--- src/rtl/lsc_pkg.sv ---
package lsc_pkg;

  localparam int unsigned REG_AW = 3;

  typedef enum logic [REG_AW-1:0] {
    A_CTRL  = 3'd0,
    A_MATCH = 3'd1,
    A_LOAD  = 3'd2,
    A_COUNT = 3'd3,
    A_RAW   = 3'd4,
    A_MASK  = 3'd5,
    A_CLEAR = 3'd6,
    A_MIS   = 3'd7
  } reg_addr_e;

  localparam int unsigned CTRL_RUN_BIT   = 0;
  localparam int unsigned CTRL_STALL_BIT = 1;
  localparam int unsigned FLAG_BIT       = 0;

endpackage

--- src/rtl/lsc_edge_sync.sv ---
module lsc_edge_sync #(
  parameter int unsigned SYNC_STAGES = 2
) (
  input  logic clk,
  input  logic rst_ni,
  input  logic async_i,
  output logic tick_o
);

  localparam int unsigned MSB = SYNC_STAGES - 1;

  logic [SYNC_STAGES-1:0] sync_q, sync_d;
  logic                   prev_q, prev_d;

  generate
    if (SYNC_STAGES == 1) begin : g_one
      always_comb sync_d = async_i;
    end else begin : g_chain
      always_comb sync_d = {sync_q[SYNC_STAGES-2:0], async_i};
    end
  endgenerate

  always_comb prev_d = sync_q[MSB];

  always_ff @(posedge clk or negedge rst_ni) begin
    if (!rst_ni) begin
      sync_q <= '0;
      prev_q <= 1'b0;
    end else begin
      sync_q <= sync_d;
      prev_q <= prev_d;
    end
  end

  assign tick_o = sync_q[MSB] & ~prev_q;

  AST_TICK_GAP: assert property (@(posedge clk) disable iff (!rst_ni)
    tick_o |=> !tick_o);

endmodule

--- src/rtl/lsc_counter.sv ---
module lsc_counter #(
  parameter int unsigned CNT_W = 32
) (
  input  logic             clk,
  input  logic             rst_ni,
  input  logic             run_i,
  input  logic             stall_en_i,
  input  logic             stall_i,
  input  logic             tick_i,
  input  logic             load_we_i,
  input  logic [CNT_W-1:0] load_val_i,
  input  logic [CNT_W-1:0] match_val_i,
  output logic [CNT_W-1:0] cnt_o,
  output logic             hit_o
);

  logic [CNT_W-1:0] cnt_q, cnt_d, cnt_inc;
  logic             cnt_en, frozen, advance;

  always_comb begin
    frozen  = stall_en_i & stall_i;
    advance = run_i & tick_i & ~frozen & ~load_we_i;
    cnt_inc = cnt_q + {{(CNT_W-1){1'b0}}, 1'b1};
    cnt_en  = load_we_i | advance;
    cnt_d   = load_we_i ? load_val_i : cnt_inc;
    hit_o   = advance & (cnt_inc == match_val_i);
  end

  always_ff @(posedge clk or negedge rst_ni) begin
    if (!rst_ni)     cnt_q <= '0;
    else if (cnt_en) cnt_q <= cnt_d;
  end

  assign cnt_o = cnt_q;

  AST_HOLD_IDLE: assert property (@(posedge clk) disable iff (!rst_ni)
    (!run_i && !load_we_i) |=> $stable(cnt_q));

  AST_STALL_FREEZE: assert property (@(posedge clk) disable iff (!rst_ni)
    (stall_en_i && stall_i && !load_we_i) |=> $stable(cnt_q));

  AST_LOAD_TAKES: assert property (@(posedge clk) disable iff (!rst_ni)
    load_we_i |=> (cnt_q == $past(load_val_i)));

endmodule

--- src/rtl/lsc_status.sv ---
module lsc_status (
  input  logic clk,
  input  logic rst_ni,
  input  logic set_i,
  input  logic clr_i,
  input  logic mask_i,
  output logic flag_o,
  output logic irq_o
);

  logic flag_q, flag_d;

  always_comb flag_d = set_i | (flag_q & ~clr_i);

  always_ff @(posedge clk or negedge rst_ni) begin
    if (!rst_ni) flag_q <= 1'b0;
    else         flag_q <= flag_d;
  end

  assign flag_o = flag_q;
  assign irq_o  = flag_q & mask_i;

  AST_SET_WINS: assert property (@(posedge clk) disable iff (!rst_ni)
    set_i |=> flag_q);

  AST_CLR_TAKES: assert property (@(posedge clk) disable iff (!rst_ni)
    (clr_i && !set_i) |=> !flag_q);

  AST_FLAG_STICKY: assert property (@(posedge clk) disable iff (!rst_ni)
    (flag_q && !clr_i) |=> flag_q);

endmodule

--- src/rtl/lsc_regs.sv ---
module lsc_regs
  import lsc_pkg::*;
#(
  parameter int unsigned DATA_W = 32
) (
  input  logic              clk,
  input  logic              rst_ni,
  input  logic              wr_i,
  input  logic [REG_AW-1:0] addr_i,
  input  logic [DATA_W-1:0] wdata_i,
  input  logic [DATA_W-1:0] cnt_i,
  input  logic              flag_i,
  input  logic              irq_i,
  output logic [DATA_W-1:0] rdata_o,
  output logic              run_o,
  output logic              stall_en_o,
  output logic [DATA_W-1:0] match_o,
  output logic              load_we_o,
  output logic [DATA_W-1:0] load_val_o,
  output logic              mask_o,
  output logic              clr_o
);

  localparam int unsigned PAD_CTRL = DATA_W - 2;
  localparam int unsigned PAD_BIT  = DATA_W - 1;

  logic              run_q, run_d;
  logic              stall_en_q, stall_en_d;
  logic [DATA_W-1:0] match_q, match_d;
  logic [DATA_W-1:0] load_q, load_d;
  logic              mask_q, mask_d;
  logic              cfg_ok;
  logic              sel_ctrl, sel_match, sel_load, sel_mask, sel_clear;

  always_comb begin
    cfg_ok    = wr_i & ~run_q;
    sel_ctrl  = (addr_i == A_CTRL);
    sel_match = (addr_i == A_MATCH);
    sel_load  = (addr_i == A_LOAD);
    sel_mask  = (addr_i == A_MASK);
    sel_clear = (addr_i == A_CLEAR);

    run_d      = (wr_i & sel_ctrl)    ? wdata_i[CTRL_RUN_BIT]   : run_q;
    stall_en_d = (cfg_ok & sel_ctrl)  ? wdata_i[CTRL_STALL_BIT] : stall_en_q;
    match_d    = (cfg_ok & sel_match) ? wdata_i                 : match_q;
    load_d     = (cfg_ok & sel_load)  ? wdata_i                 : load_q;
    mask_d     = (cfg_ok & sel_mask)  ? wdata_i[FLAG_BIT]       : mask_q;
  end

  always_ff @(posedge clk or negedge rst_ni) begin
    if (!rst_ni) begin
      run_q      <= 1'b0;
      stall_en_q <= 1'b0;
      match_q    <= '0;
      load_q     <= '0;
      mask_q     <= 1'b0;
    end else begin
      run_q      <= run_d;
      stall_en_q <= stall_en_d;
      match_q    <= match_d;
      load_q     <= load_d;
      mask_q     <= mask_d;
    end
  end

  always_comb begin
    case (reg_addr_e'(addr_i))
      A_CTRL:  rdata_o = {{PAD_CTRL{1'b0}}, stall_en_q, run_q};
      A_MATCH: rdata_o = match_q;
      A_LOAD:  rdata_o = load_q;
      A_COUNT: rdata_o = cnt_i;
      A_RAW:   rdata_o = {{PAD_BIT{1'b0}}, flag_i};
      A_MASK:  rdata_o = {{PAD_BIT{1'b0}}, mask_q};
      A_MIS:   rdata_o = {{PAD_BIT{1'b0}}, irq_i};
      default: rdata_o = '0;
    endcase
  end

  assign run_o      = run_q;
  assign stall_en_o = stall_en_q;
  assign match_o    = match_q;
  assign load_we_o  = cfg_ok & sel_load;
  assign load_val_o = wdata_i;
  assign mask_o     = mask_q;
  assign clr_o      = wr_i & sel_clear & wdata_i[FLAG_BIT];

  AST_CFG_LOCK_MATCH: assert property (@(posedge clk) disable iff (!rst_ni)
    (run_q && wr_i && sel_match) |=> $stable(match_q));

  AST_CFG_LOCK_MASK: assert property (@(posedge clk) disable iff (!rst_ni)
    (run_q && wr_i && sel_mask) |=> $stable(mask_q));

  AST_CFG_LOCK_LOAD: assert property (@(posedge clk) disable iff (!rst_ni)
    run_q |-> !load_we_o);

endmodule

--- src/rtl/lsc_match_timer.sv ---
module lsc_match_timer
  import lsc_pkg::*;
#(
  parameter int unsigned CNT_W       = 32,
  parameter int unsigned SYNC_STAGES = 2
) (
  input  logic              clk,
  input  logic              rst_n,
  input  logic              slow_clk_i,
  input  logic              stall_i,
  input  logic              reg_wr_i,
  input  logic [REG_AW-1:0] reg_addr_i,
  input  logic [CNT_W-1:0]  reg_wdata_i,
  output logic [CNT_W-1:0]  reg_rdata_o,
  output logic              irq_o
);

  logic [1:0]       rst_pipe_q;
  logic             rst_ni;
  logic             tick;
  logic             run, stall_en, load_we, mask, clr, hit, flag, irq;
  logic [CNT_W-1:0] match_val, load_val, cnt;

  always_ff @(posedge clk or negedge rst_n) begin
    if (!rst_n) rst_pipe_q <= 2'b00;
    else        rst_pipe_q <= {rst_pipe_q[0], 1'b1};
  end

  assign rst_ni = rst_pipe_q[1];

  lsc_edge_sync #(.SYNC_STAGES(SYNC_STAGES)) u_sync (
    .clk     (clk),
    .rst_ni  (rst_ni),
    .async_i (slow_clk_i),
    .tick_o  (tick)
  );

  lsc_regs #(.DATA_W(CNT_W)) u_regs (
    .clk        (clk),
    .rst_ni     (rst_ni),
    .wr_i       (reg_wr_i),
    .addr_i     (reg_addr_i),
    .wdata_i    (reg_wdata_i),
    .cnt_i      (cnt),
    .flag_i     (flag),
    .irq_i      (irq),
    .rdata_o    (reg_rdata_o),
    .run_o      (run),
    .stall_en_o (stall_en),
    .match_o    (match_val),
    .load_we_o  (load_we),
    .load_val_o (load_val),
    .mask_o     (mask),
    .clr_o      (clr)
  );

  lsc_counter #(.CNT_W(CNT_W)) u_cnt (
    .clk         (clk),
    .rst_ni      (rst_ni),
    .run_i       (run),
    .stall_en_i  (stall_en),
    .stall_i     (stall_i),
    .tick_i      (tick),
    .load_we_i   (load_we),
    .load_val_i  (load_val),
    .match_val_i (match_val),
    .cnt_o       (cnt),
    .hit_o       (hit)
  );

  lsc_status u_stat (
    .clk    (clk),
    .rst_ni (rst_ni),
    .set_i  (hit),
    .clr_i  (clr),
    .mask_i (mask),
    .flag_o (flag),
    .irq_o  (irq)
  );

  assign irq_o = irq;

  AST_IRQ_GATED: assert property (@(posedge clk) disable iff (!rst_ni)
    irq_o |-> (flag && mask));

  AST_HIT_SHOWS: assert property (@(posedge clk) disable iff (!rst_ni)
    hit |=> (flag && cnt == match_val));

endmodule

--- config.mk ---
export PLATFORM = sky130hd
export DESIGN_NAME = lsc_match_timer
export DESIGN_NICKNAME = d
export VERILOG_FILES = /design/src/rtl/lsc_pkg.sv /design/src/rtl/lsc_edge_sync.sv /design/src/rtl/lsc_counter.sv /design/src/rtl/lsc_status.sv /design/src/rtl/lsc_regs.sv /design/src/rtl/lsc_match_timer.sv
export SDC_FILE = /design/constraint.sdc
export NUM_CORES = 1
export LEC_CHECK = 0
export BUFFER_PORTS_ARGS = -buffer_cell sky130_fd_sc_hd__buf_4
export CAP_MARGIN = 0
export CORE_ASPECT_RATIO = 1.2
export CORE_MARGIN = 10
export CORE_UTILIZATION = 54
export CTS_CLUSTER_SIZE = 12
export DETAILED_ROUTE_END_ITERATION = 12
export GPL_TIMING_DRIVEN = 0
export PLACE_DENSITY = 0.77
export SYNTH_ARGS = -nofsm -noshare
export SYNTH_HDL_FRONTEND = slang
export SYNTH_HIERARCHICAL = 1
export SYNTH_SLANG_ARGS = --single-unit
--- constraint.sdc ---
create_clock -name clk -period 3.3 [get_ports clk]
set_input_delay 0.66 -clock clk [delete_from_list [all_inputs] [get_ports clk]]
set_output_delay 0.66 -clock clk [all_outputs]
set_load 0.02 [all_outputs]
==> results.md <==
* Max-slew violations at 0
* RSZ-0062 raised after global routing: no
* TritonCTS clock tree: yes
* Status: finished clean
* Clk slew on worst S/H paths at 0.07 ns
* Sequential fraction of the synthesis area at 0.3912
* Flops & latches, synth at 105
* Site Rows at 44
* Period utilization at 0.9096
* Die height at 142.2 µm
* Clock root buffer master: clkbuf_16
* Netlist cell types at 57
* Syn nets at 693
* Finish-stage setup viols at 0
* Antenna diode count at 0
* Leakage at 3.385 nW
* HP Class: in -> async
* Element type at the critical path start: register
* Nets@finish at 776
* Total of max-cap violations at 0
* Final hold vios at 0
* Clock Latency Late Sink at 0.36 ns
* Vias at 5171
* Total GRT Usage at 0.2101
* Clock skew at 0.007960 ns
* Main synth FF type: dfrtp_1
* Worst setup margin at 0.2985 ns
* I/O pin total at 73
* Fraction of layout cells with a size suffix above 1 at 0.3365
* Fillers at 964
* Multi-input logic area at 3558 µm²
* Worst Setup SP: u_cnt/cnt_o[0]$_DFFE_PN0P_
* Dpl hpwl at 13020 µm
* Share of flip-flops with an asynchronous set or reset at 1.000
* First-pass GRT wire length at 28900 µm
* Achievable clock frequency at 0.3332 GHz
* Storage cell area at 2631 µm²
* CTS Buf Count at 9
* CTS H-tree depth at 3
* Setup crit end kind: register
* Die ar. at 17320 µm²
* Antenna violations before repair at 0
* Largest vdd supply drop at 0.2864 mV
* Vias in the first global route at 5558
* Layout Utilization at 0.6420
* Port bufs at 71
* GPL Wtd Cong at 0.9111
* Final Instance Count excl. Fillers at 901
* Number of synthesized flops with an enable pin at 0
* Starting Density at 0.5520
* Global route total overflow at 0
* Pin count of the biggest net entering global routing at 55
* Antenna Violating Nets Remaining at 0
* Min cycle time layout at 3.002 ns
* Clock Tree Buf Depth at 2
* Post-CTS Hold Buffers at 0
* CP required at 3.60 ns
* Drt via density at 5.739
* CP max FO at 7
* Drt drc at 0
* Avg Synthesized Cell Area at 10.30 µm²
* Post-Syn Area at 6716 µm²
* R2r startpoint: u_cnt/cnt_o[0]$_DFFE_PN0P_
* TritonCTS Sinks at 105
* Placed Cells at 885
* WL final at 17920 µm
* Starting DRT DRC Count at 330
* Die width at 121.8 µm
* Cells after synthesis at 652
* Slew headroom at 0.4196
* Area growth, synth to finish at 16.30%
* WP data arrival at 3.30 ns
* Core outline area at 12170 µm²
* Pre-CTS setup slack at 0.2140 ns
* Slew @ Worst Pin at 0.8626 ns
* Drt first pass iters at 5
* Synth Warn # at 6
* Crit path kind: reg -> reg
* Power per cell area at 571.0 nW/µm²
* Per-cell routed wire length at 19.89 µm
-- cell usage in the layout, fill, tap and decap left out, types with 9 or more instances in the layout --
| master | instances |
|---|---|
| buf_4 | 107 |
| dfrtp_1 | 104 |
| mux2_2 | 69 |
| nand2_1 | 56 |
| nor2_1 | 54 |
| xnor2_1 | 48 |
| o21ai_0 | 34 |
| xor2_1 | 31 |
| a22oi_1 | 30 |
| mux2_4 | 29 |
| clkbuf_1 | 25 |
| nand3_1 | 18 |
| nand4_1 | 12 |
| nor3_1 | 12 |
| clkbuf_16 | 9 |
| nor4_1 | 9 |
-- logic make-up (layout without fill, tap and decap cells) --
group	Yosys count	after routing	share of synthesized area
AOI/OAI and AO/OA	84	84	0.08104
xor gates and xnor gates	79	79	0.1030
adders and majority gates	1	1	0.001863
buffers and inverters	83	171	0.07973
DFF	105	105	0.3912
muxes	102	102	0.1883
other	1	1	0.0005583
and+or+nand+nor	197	197	0.1542
-- state kept, by name, summed over array words and instances (netlist names) --
signal	count
u_stat/flag_o	1
u_regs/mask_o	1
u_regs/stall_en_o	1
u_sync/sync_q	2
u_regs/load_q	32
u_regs/run_o	1
u_cnt/cnt_o	32
rst_pipe_q	2
u_regs/match_o	32
u_sync/prev_q	1
-- per-layer routing --
metal / up-vias / track usage / part of all wire
met5: - / 0 / 0
met4: 0 / 0.07542 / 0.021
met3: 30 / 0.03890 / 0.053
met2: 147 / 0.3655 / 0.51
met1: 2586 / 0.2513 / 0.41
li1: 2408 / - / -
-- per-stage QoR --
step                      area [µm²]  hold WS, ns  TNS [ns]  total power (W)
after floorplan                 6716       0.3312         0         0.002863
after global placement          7451       0.3330   -104.84         0.003212
after detailed placement        7482       0.3409         0         0.003275
after CTS                       7806      0.06445         0         0.004467
after global routing            7811      0.06522         0         0.004696
final                           7811      0.07439         0         0.004460
-- where the power goes --
part           internal, W  switching [W]  leakage, nW
clock             0.000708       0.000472        0.157
combinational     0.000750       0.000662         1.95
sequential         0.00156       0.000306         1.28
-- cell type report --
type                    instances  area share
multi-input cells             464      0.4555
flip-flops and latches        105      0.3369
repair buffers                 72     0.07176
plain buffers                  76     0.06519
clock buffers                  14     0.03380
well taps                     161     0.02579
clock inverters                 2    0.007689
inverters                       7    0.003364
-- worst max-delay path, cell delays in order, from the launching register on --
cell and delay (ns):
dfrtp_1 0.50, ha_1 0.33, nand3_2 0.24, or2_2 0.34
clkbuf_1 0.18, nor3_1 0.25, xnor2_1 0.15, nand4_1 0.16
nor4_1 0.38, o2111a_1 0.34, a21o_1 0.10
-- cell usage after synthesis, types with 2 or more instances --
master	instances	area (µm²)
buf_2	2	10.01
clkbuf_1	22	82.58
inv_1	7	26.28
mux2i_1	3	30.03
buf_6	6	67.56
nor2b_1	2	12.51
buf_4	36	270.3
nor3_1	12	60.06
o21ai_0	34	170.2
clkbuf_8	4	55.05
buf_1	5	18.77
nor4_4	2	42.54
a22oi_1	30	225.2
and3_1	4	25.02
nand3_1	19	95.09
nand4_1	12	75.07
or3_1	3	18.77
nand3_2	2	20.02
nand4_4	2	42.54
nor4b_1	2	17.52
mux2_2	69	777.0
o22ai_1	2	12.51
xnor2_1	48	420.4
a21oi_1	3	15.01
and2_1	3	18.77
nand2b_1	4	25.02
dfrtp_1	105	2628
mux2_4	29	435.4
nor2_1	54	202.7
nor4_1	9	56.30
xor2_1	31	271.5
o21a_1	2	15.01
a31oi_1	5	31.28
nand2_1	56	210.2
-- what timing repair did --
item                                    CTS  global route
endpoints found under the setup margin    0             1
buffers inserted                          0             0
gates resized for setup                   0             1
hold endpoints to repair                  0             0
-- path summary, 6_finish.rpt --
check,end,slack [ns],depth (start not counted)
setup / recovery,u_stat/flag_o$_DFF_PN0_,0.30,10
hold / removal,rst_pipe_q[1]$_DFF_PN0_,0.07,1
setup reg to reg,u_stat/flag_o$_DFF_PN0_,0.30,10
hold reg to reg,u_sync/sync_q[1]$_DFF_PN0_,0.35,0
max in group asynchronous,u_regs/load_q[3]$_DFFE_PN0P_,2.24,1
min in group clk,u_sync/sync_q[1]$_DFF_PN0_,0.35,0
Power figures use the tool's default switching activity.
